`src/rtl/nat_pkg.sv`:
```
package nat_pkg;

   // Word offsets decoded inside the register window
   localparam logic [4:0] OFS_TIME_LO    = 5'h00;
   localparam logic [4:0] OFS_TIME_HI    = 5'h04;
   localparam logic [4:0] OFS_ALARM_LO   = 5'h08;
   localparam logic [4:0] OFS_ALARM_HI   = 5'h0C;
   localparam logic [4:0] OFS_IRQ_CLR    = 5'h10;
   localparam logic [4:0] OFS_ALARM_STOP = 5'h14;

   // One decoded bus operation, at most one bit set
   typedef struct packed {
      logic rd_time_lo;
      logic rd_time_hi;
      logic wr_alarm_lo;
      logic wr_alarm_hi;
      logic wr_irq_clr;
      logic wr_alarm_stop;
      logic bad;
   } nat_op_t;

endpackage

```
`src/rtl/nat_counter.sv`:
```
module nat_counter #(
   parameter int                 TIME_W = 64,
   parameter logic [TIME_W-1:0]  STEP   = 5
) (
   input  logic              clk,
   input  logic              rst_n,
   output logic [TIME_W-1:0] now
);

   always_ff @(posedge clk) begin
      if (!rst_n) now <= '0;
      else        now <= now + STEP;
   end

   assert_step_R1: assert property (@(posedge clk) disable iff (!rst_n)
      rst_n |=> now == $past(now) + STEP);

endmodule

```
`src/rtl/nat_decode.sv`:
```
module nat_decode
   import nat_pkg::*;
#(
   parameter int ADDR_W = 12
) (
   input  logic              sel,
   input  logic              wr,
   input  logic [ADDR_W-1:0] addr,
   output nat_op_t           op
);

   localparam int LOW_W = 5;

   logic             upper_zero;
   logic [LOW_W-1:0] low;

   assign upper_zero = (addr >> LOW_W) == '0;
   assign low        = addr[LOW_W-1:0];

   always_comb begin
      op = '0;
      if (sel) begin
         if (upper_zero && !wr && low == OFS_TIME_LO)         op.rd_time_lo    = 1'b1;
         else if (upper_zero && !wr && low == OFS_TIME_HI)    op.rd_time_hi    = 1'b1;
         else if (upper_zero && wr && low == OFS_ALARM_LO)    op.wr_alarm_lo   = 1'b1;
         else if (upper_zero && wr && low == OFS_ALARM_HI)    op.wr_alarm_hi   = 1'b1;
         else if (upper_zero && wr && low == OFS_IRQ_CLR)     op.wr_irq_clr    = 1'b1;
         else if (upper_zero && wr && low == OFS_ALARM_STOP)  op.wr_alarm_stop = 1'b1;
         else                                                 op.bad           = 1'b1;
      end
   end

   always_comb begin
      assert_one_op_R9: assert ($onehot0(op));
   end

endmodule

```
`src/rtl/nat_alarm.sv`:
```
module nat_alarm
   import nat_pkg::*;
#(
   parameter int DATA_W = 32,
   localparam int TIME_W = 2 * DATA_W
) (
   input  logic              clk,
   input  logic              rst_n,
   input  logic [TIME_W-1:0] now,
   input  nat_op_t           op,
   input  logic [DATA_W-1:0] wdata,
   output logic              irq
);

   logic [DATA_W-1:0] alarm_lo, alarm_hi;
   logic              armed;
   logic [TIME_W-1:0] alarm_full, alarm_cand;
   logic              due, cand_past, any_ctl;

   assign alarm_full = {alarm_hi, alarm_lo};
   assign alarm_cand = {alarm_hi, wdata};
   assign due        = armed && (now >= alarm_full);
   assign cand_past  = alarm_cand <= now;
   assign any_ctl    = op.wr_alarm_lo | op.wr_alarm_stop | op.wr_irq_clr;

   always_ff @(posedge clk) begin
      if (!rst_n) begin
         alarm_lo <= '0;
         alarm_hi <= '0;
         armed    <= 1'b0;
         irq      <= 1'b0;
      end else begin
         if (op.wr_alarm_hi) alarm_hi <= wdata;
         if (op.wr_alarm_lo) begin
            alarm_lo <= wdata;
            if (cand_past) begin
               irq   <= 1'b1;
               armed <= 1'b0;
            end else begin
               armed <= 1'b1;
            end
         end else if (op.wr_alarm_stop) begin
            armed <= 1'b0;
            irq   <= 1'b0;
         end else if (op.wr_irq_clr) begin
            irq   <= 1'b0;
         end else if (due) begin
            armed <= 1'b0;
            irq   <= 1'b1;
         end
      end
   end

   assert_fire_R6: assert property (@(posedge clk) disable iff (!rst_n)
      (armed && now >= alarm_full && !any_ctl) |=> (irq && !armed));

   assert_stop_R7: assert property (@(posedge clk) disable iff (!rst_n)
      op.wr_alarm_stop |=> (!irq && !armed));

   assert_clr_keeps_arm_R7: assert property (@(posedge clk) disable iff (!rst_n)
      op.wr_irq_clr |=> (!irq && armed == $past(armed)));

   assert_hi_only_R4: assert property (@(posedge clk) disable iff (!rst_n)
      op.wr_alarm_hi |=> ($stable(alarm_lo) && (irq || !$past(irq))));

   assert_level_R8: assert property (@(posedge clk) disable iff (!rst_n)
      (irq && !op.wr_irq_clr && !op.wr_alarm_stop) |=> irq);

endmodule

```
`src/rtl/ns_alarm_timer.sv`:
```
module ns_alarm_timer
   import nat_pkg::*;
#(
   parameter int          DATA_W     = 32,
   parameter int          ADDR_W     = 12,
   parameter logic [63:0] NS_PER_CLK = 64'd5
) (
   input  logic              clk,
   input  logic              rst_n,
   input  logic              bus_sel,
   input  logic              bus_wr,
   input  logic [ADDR_W-1:0] bus_addr,
   input  logic [DATA_W-1:0] bus_wdata,
   output logic [DATA_W-1:0] bus_rdata,
   output logic              bus_err,
   output logic              irq
);

   localparam int TIME_W = 2 * DATA_W;

   // Elaboration-time parameter checks
   generate
      if (DATA_W != 32) begin : g_bad_data_w
         $error("ns_alarm_timer: DATA_W must be 32");
      end
      if (ADDR_W < 6 || ADDR_W > 16) begin : g_bad_addr_w
         $error("ns_alarm_timer: ADDR_W must lie in 6..16");
      end
      if (NS_PER_CLK == 64'd0) begin : g_bad_step
         $error("ns_alarm_timer: NS_PER_CLK must be nonzero");
      end
   endgenerate

   logic [TIME_W-1:0] now;
   logic [TIME_W-1:0] hold;
   nat_op_t           op;

   nat_counter #(.TIME_W(TIME_W), .STEP(TIME_W'(NS_PER_CLK))) u_counter (
      .clk   (clk),
      .rst_n (rst_n),
      .now   (now)
   );

   nat_decode #(.ADDR_W(ADDR_W)) u_decode (
      .sel  (bus_sel),
      .wr   (bus_wr),
      .addr (bus_addr),
      .op   (op)
   );

   nat_alarm #(.DATA_W(DATA_W)) u_alarm (
      .clk   (clk),
      .rst_n (rst_n),
      .now   (now),
      .op    (op),
      .wdata (bus_wdata),
      .irq   (irq)
   );

   always_ff @(posedge clk) begin
      if (!rst_n) begin
         hold      <= '0;
         bus_rdata <= '0;
         bus_err   <= 1'b0;
      end else begin
         bus_err <= op.bad;
         if (op.rd_time_lo) begin
            hold      <= now;
            bus_rdata <= now[DATA_W-1:0];
         end else if (op.rd_time_hi) begin
            bus_rdata <= hold[TIME_W-1:DATA_W];
         end else begin
            bus_rdata <= '0;
         end
      end
   end

   assert_err_pulse_R9: assert property (@(posedge clk) disable iff (!rst_n)
      op.bad |=> (bus_err && bus_rdata == '0));

   assert_err_quiet_R10: assert property (@(posedge clk) disable iff (!rst_n)
      !op.bad |=> !bus_err);

   assert_lo_capture_R2: assert property (@(posedge clk) disable iff (!rst_n)
      op.rd_time_lo |=> bus_rdata == $past(now[DATA_W-1:0]));

   assert_hi_from_hold_R3: assert property (@(posedge clk) disable iff (!rst_n)
      op.rd_time_hi |=> (bus_rdata == $past(hold[TIME_W-1:DATA_W]) && $stable(hold)));

endmodule

```
`config.mk`:
```
export PLATFORM = sky130hd
export DESIGN_NAME = ns_alarm_timer
export DESIGN_NICKNAME = d
export VERILOG_FILES = /design/src/rtl/nat_pkg.sv /design/src/rtl/nat_counter.sv /design/src/rtl/nat_decode.sv /design/src/rtl/nat_alarm.sv /design/src/rtl/ns_alarm_timer.sv
export SDC_FILE = /design/constraint.sdc
export NUM_CORES = 1
export LEC_CHECK = 0
export ABC_CLOCK_PERIOD_IN_PS = 4850
export CORE_ASPECT_RATIO = 1.4
export CORE_UTILIZATION = 60
export DETAILED_ROUTE_END_ITERATION = 10
export HOLD_SLACK_MARGIN = 0.02
export PLACE_DENSITY = 0.91
export SETUP_SLACK_MARGIN = 0.3
export SLEW_MARGIN = 20
export SYNTH_ARGS = -nofsm -noshare
export SYNTH_HDL_FRONTEND = slang
export SYNTH_SLANG_ARGS = --single-unit
```
`constraint.sdc`:
```
create_clock -name clk -period 4.85 [get_ports clk]
set_input_delay 0.97 -clock clk [delete_from_list [all_inputs] [get_ports clk]]
set_output_delay 0.97 -clock clk [all_outputs]
set_load 0.005 [all_outputs]
```
### Word-level counts from Yosys, hierarchy flattened

Cells that the tools add are included.

* memory bits (writable): 0
* bits in read-only memories: 0
* latch bits: 0
* output and inout bits: 34
* flip-flop bits (word level): 227
* word-level logic and storage cells: 62
* memories kept: 0

* div/mod/pow operators: 0
* $lt $le $gt $ge: 2
* shifts and indexed selects: 0
* $add $sub $neg: 1
* reduce and logical (&&, ||, !) cells: 17
* equal/unequal tests: 7
* bitwise logic cells: 2
* muxes and demuxes: 25
* multipliers: 0

Operators by type and width (number)
* adder 64 x 3 -> 64 bit (second input constant): 1
* >= comparator 64 bit: 1
* <= comparator 64 bit: 1
* two-way mux 32 bit: 2
* two-way mux 1 bit: 17
* zero test 12 bit: 1
* equality test 5 x 4 -> 1 bit (second input constant): 2
* equality test 5 bit (second input constant): 2
* logical AND 1 bit: 9
* two-way mux 7 bit: 1
* OR reduction 7 bit: 1
* two-way mux 6 bit: 1
* equality test 5 x 3 -> 1 bit (second input constant): 1
* zero test 5 bit: 1
* two-way mux 5 bit: 1
* two-way mux 4 bit: 1
* AND reduction 2 bit: 2
* nonzero test 4 bit: 1
* two-way mux 3 bit: 1
* != test 3 x 2 -> 1 bit (second input constant): 1
* nonzero test 3 bit: 1
* two-way mux 2 bit: 1
* != test 2 x 1 -> 1 bit (second input constant): 1
* inverter 1 bit: 2
* zero test 1 bit: 1

### Longest topological paths before layout

* word-level depth: 13
* gate-level depth with buffers: 10
* mapped depth without buffers: 10

### By module

A second synthesis with hierarchy kept.

* cell total of the unflattened synthesis: 1268
* area, all modules: 11064.4 um^2

Modules (own cells, without submodules)
* nat_alarm: cells an instance 663, sequential area each 1321.3 um^2, times used 1, area each 5695.5 um^2
* nat_counter: cells an instance 339, sequential area each 1281.2 um^2, times used 1, area each 2941.6 um^2
* ns_alarm_timer: cells an instance 247, sequential area each 1301.2 um^2, times used 1, area each 2293.4 um^2
* nat_decode: cells an instance 19, sequential area each 0.0 um^2, times used 1, area each 133.9 um^2

### Least setup slack after synthesis

OpenSTA, ideal clock, no wires.

* kind: in2reg
* start: in bus_addr[9]
* end: reg hold[32]
* data required time: 4774 ps
* stages on the path: 6
* library setup time: 76 ps
* path buffers: 1
* arrival: 2529 ps
* setup slack: 2246 ps
* path through: nor4_1 nand4_1 nor4_1 clkbuf_1 nand2_1 a21boi_0

* word-level cells in the longest chain between the ends: 5

Ends and longest elaborated chain
* from (decl): line ns_alarm_timer.sv:12 `input logic [ADDR_W-1:0] bus_addr,`
* zero test 12 bit: line nat_decode.sv:17 `assign upper_zero = (addr >> LOW_W) == '0;`
* logical AND 1 bit (2 in series): line nat_decode.sv:23 `if (upper_zero && !wr && low == OFS_TIME_LO) op.rd_time_lo = 1'b1;`
* two-way mux 1 bit: line nat_decode.sv:23
* two-way mux 7 bit: line nat_decode.sv:22 `if (sel) begin`
* to (signal assigned): line ns_alarm_timer.sv:68 `hold <= now;`
* to (decl): line ns_alarm_timer.sv:35 `logic [TIME_W-1:0] hold;`

No other way between the ends.
A chain may end at the register's enable or synchronous reset.

### Worst setup path in the final report

* start: in bus_addr[11]
* end: reg u_alarm.alarm_hi[6]

* word-level cells in the longest chain between the ends: 8
* elaborated cells on any way between the ends: 12
* classes of those cells: 5 x mux; 7 x reduce/logical

Ends and longest elaborated chain
* zero test 12 bit (*): line nat_decode.sv:17
* logical AND 1 bit: line nat_decode.sv:25, nat_decode.sv:26
* logical AND 1 bit: line nat_decode.sv:26 `else if (upper_zero && wr && low == OFS_ALARM_HI) op.wr_alarm_hi = 1'b1;`
* two-way mux 1 bit: line nat_decode.sv:26
* two-way mux 4 bit: line nat_decode.sv:25 `else if (upper_zero && wr && low == OFS_ALARM_LO) op.wr_alarm_lo = 1'b1;`
* two-way mux 5 bit: line nat_decode.sv:24 `else if (upper_zero && !wr && low == OFS_TIME_HI) op.rd_time_hi = 1'b1;`
* two-way mux 6 bit (*): line nat_decode.sv:23
* two-way mux 7 bit (*): line nat_decode.sv:22
* to (signal assigned): line nat_alarm.sv:33 `if (op.wr_alarm_hi) alarm_hi <= wdata;`
* to (decl): line nat_alarm.sv:15 `logic [DATA_W-1:0] alarm_lo, alarm_hi;`

Mark *: on every way between the ends. The rest lies on a longest branch, timed or not.

==> flow_metrics.tcl <==
set metrics [dict create \
    gp_congestion 0.9239 \
    skew_ps 7.118 \
    die_h_um 161.5 \
    syn_nets 1474 \
    slew_headroom_pct 29.04 \
    r2r_slack_ps 1700 \
    ys_seq_elements 195 \
    cp_max_fo 32 \
    cp_slowest_cell "nand2_1" \
    yosysMostFrequentCell "nand2_1" \
    ir_worst_vdd_uv 238.6 \
    fp-row-count 58 \
    hp-class "register to register" \
    port_buffers 81 \
    grt_pass1_wl_um 47360 \
    drt_pass1_iterations 7 \
    critPathKind "input pin to register" \
    whs_ps 466.4 \
    period_share_pct 67.42 \
    rsz0062_at_grt "no" \
    cts_root_buffer "clkbuf_16" \
    vias 9494 \
    min_to "u_alarm.alarm_lo[19]$_SDFFE_PN0P_" \
    nets 1535 \
    max_freq_ghz 0.3058 \
    cts-resized-gates 0 \
    cts_tree "yes" \
    critPathCaptureType "register" \
    wl_um 29370 \
    cts.clk_slew.worst_paths_ps 70 \
    fin_setup_tns_ps 0 \
    synth_largest_area_cell "dfxtp_1" \
    slew_violations 0 \
    die_w_um 115.9 \
    postSynthAreaPerCell_um2 8.408 \
    cts_made_buffers 17 \
    ys_top_cells_by_area "dfxtp_1, ha_1, nand2_1" \
    die-area_mm2 0.01873 \
    drt_iter0_drc 739 \
    drc 0 \
    r2r_cells 9 \
    synth-main-ff-cell "dfxtp_1" \
    r2r_start "u_counter.now[54]$_SDFF_PN0_" \
    ios 82 \
    clk_latency_ps 440 \
    cp.arrival_ps 3580 \
    grt_max_degree 117 \
    start_util_pct 61.09 \
    nFillCells 1332 \
    hold_depth 2 \
    holdCritStartpoint "u_alarm.alarm_lo[19]$_SDFFE_PN0P_" \
    track_usage_pct 32.95 \
    cts_sinks 195 \
    p_leak_nw 4.534 \
    start_kind "input pin" \
    fp.coreArea_mm2 0.01785 \
    avgViaCountPerCell 5.904 \
    worst_slack_ps 1580 \
    final-setup-viol-count 0 \
    clock_path_buffers 2 \
    antenna_found_initial 0 \
    yosys-top-cells-count "nand2_1, dfxtp_1, inv_1" \
    crit_required_ps 5160 \
    h-tree-depth 4 \
    area_growth_pct 14.49 \
    wl_per_cell_um 18.26 \
    synth-async-reset-ratio_pct 0 \
    powerDensity_mw_per_mm2 261.0 \
    cp_common_cell "nand2_1" \
    maxCapViolCount 0 \
    syn_area_mm2 0.01091 \
    synth_top_area_share_pct 35.80 \
    min_period_ps 3270 \
    grt.overflow.total 0 \
    worst_pin_slew_ps 1062 \
    postCtsHoldBufs 0 \
    yosysWarnings 0 \
    diodes 0 \
    hold_viol 0 \
    grt_pass1_vias 9527 \
    slowest_delay_ps 690 \
    place_hpwl_um 21410 \
    ant_nets 0 \
    reg2reg_to "u_alarm.irq$_SDFFE_PN0P_" \
    synth_sequential_area_ratio_pct 35.80 \
    crit_path_cell_trace "clkdlybuf4s50_1 -> nor4_1 -> nand4_1 -> nor3_1 -> nand2_1 -> nand2_1 -> a21boi_0" \
    status "complete, no violations" \
    dp_slack_ps 1222 \
    fin_area_mm2 0.01249 \
    post_synth_inst_count 1297 \
    post_cts_buffers 0 \
    layout-drive-gt1-share_pct 4.898 \
    netlist-cell-type-count 62 \
    synth_edf_count 0 \
    dpl_cell_area_mm2 0.01189 \
]
==> cells in the final DEF (no fill, tap or decap), drive strengths merged, types with 8 or more instances in the layout <==
cell type,n
dfxtp,195
xnor2,52
o21ai,28
ha,129
nor2,52
nand3,35
clkdlybuf4s50,79
nor4,11
clkbuf,20
a21oi,49
a21boi,103
nor3,20
and4,10
inv,133
and3,8
nand4,35
nand2,242
mux2i,32
buf,10
and2,60
==> metal layers <==
metal | part of all wire, % | GRT usage, %
met4 | 8.5 | 25.64
met2 | 49 | 57.71
met5 | 0 | 0
met1 | 36 | 34.17
met3 | 5.7 | 5.816
==> stage by stage <==
step	utilization (%)	cells	total power [W]
3_5_place_dp	66.59	1579	0.001838
4_1_cts	69.94	1608	0.003263
2_1_floorplan	-	1297	0.001748
6_report	69.94	1608	0.003259
5_1_grt	69.94	1608	0.003346
3_3_place_gp	66.58	1579	0.001831
==> power breakdown <==
group	leakage [nW]	switching (W)	total, W	internal, W
sequential	1.57	0.0000124	0.00162	0.00161
combinational	2.68	0.0000986	0.000190	0.0000911
clock	0.286	0.000609	0.00145	0.000842
==> sequential cells by signal (all words and copies together), names as in the netlist <==
| signal | flops |
|---|---|
| u_alarm.irq | 1 |
| u_alarm.alarm_lo | 32 |
| hold | 32 |
| bus_rdata | 32 |
| u_alarm.armed | 1 |
| u_alarm.alarm_hi | 32 |
| u_counter.now | 64 |
| bus_err | 1 |
==> critical path: cells and delay by family <==
family          cells  cell delay (ps)
simple gates        5             2060
compound gates      1              130
buf+inv             1              410
==> cell type report <==
| type | instances | area (µm²) | share of cell area (%) |
|---|---|---|---|
| multi-input combinational | 922 | 6321 | 50.63 |
| sequential | 195 | 3904 | 31.27 |
| timing repair buffer | 89 | 863.3 | 6.915 |
| inverter | 133 | 499.2 | 3.998 |
| clock buffer | 20 | 466.7 | 3.738 |
| tap | 240 | 300.3 | 2.405 |
| clock inverter | 9 | 131.4 | 1.052 |
==> cells by family after synthesis <==
family                     share of synthesized area, %
and+or+nand+nor                                   22.37
AOI/OAI and AO/OA                                 13.34
DFF                                               35.80
buffers and inverters                             6.390
adders and majority gates                         14.80
xor gates and xnor gates                          4.257
muxes                                             3.040
==> worst max path at each step <==
stage | from | end | cells past startpoint
after floorplan | bus_addr[9] | hold[32]$_SDFFE_PN0P_ | 6
after global placement | bus_addr[9] | hold[38]$_SDFFE_PN0P_ | 6
after detailed placement | bus_addr[11] | u_alarm.alarm_hi[8]$_SDFFE_PN0P_ | 7
after CTS | bus_addr[11] | u_alarm.alarm_hi[6]$_SDFFE_PN0P_ | 7
after global routing | bus_addr[9] | u_alarm.alarm_hi[8]$_SDFFE_PN0P_ | 7
final | bus_addr[11] | u_alarm.alarm_hi[6]$_SDFFE_PN0P_ | 7
Note: power is estimated with default switching activity, not from simulation.
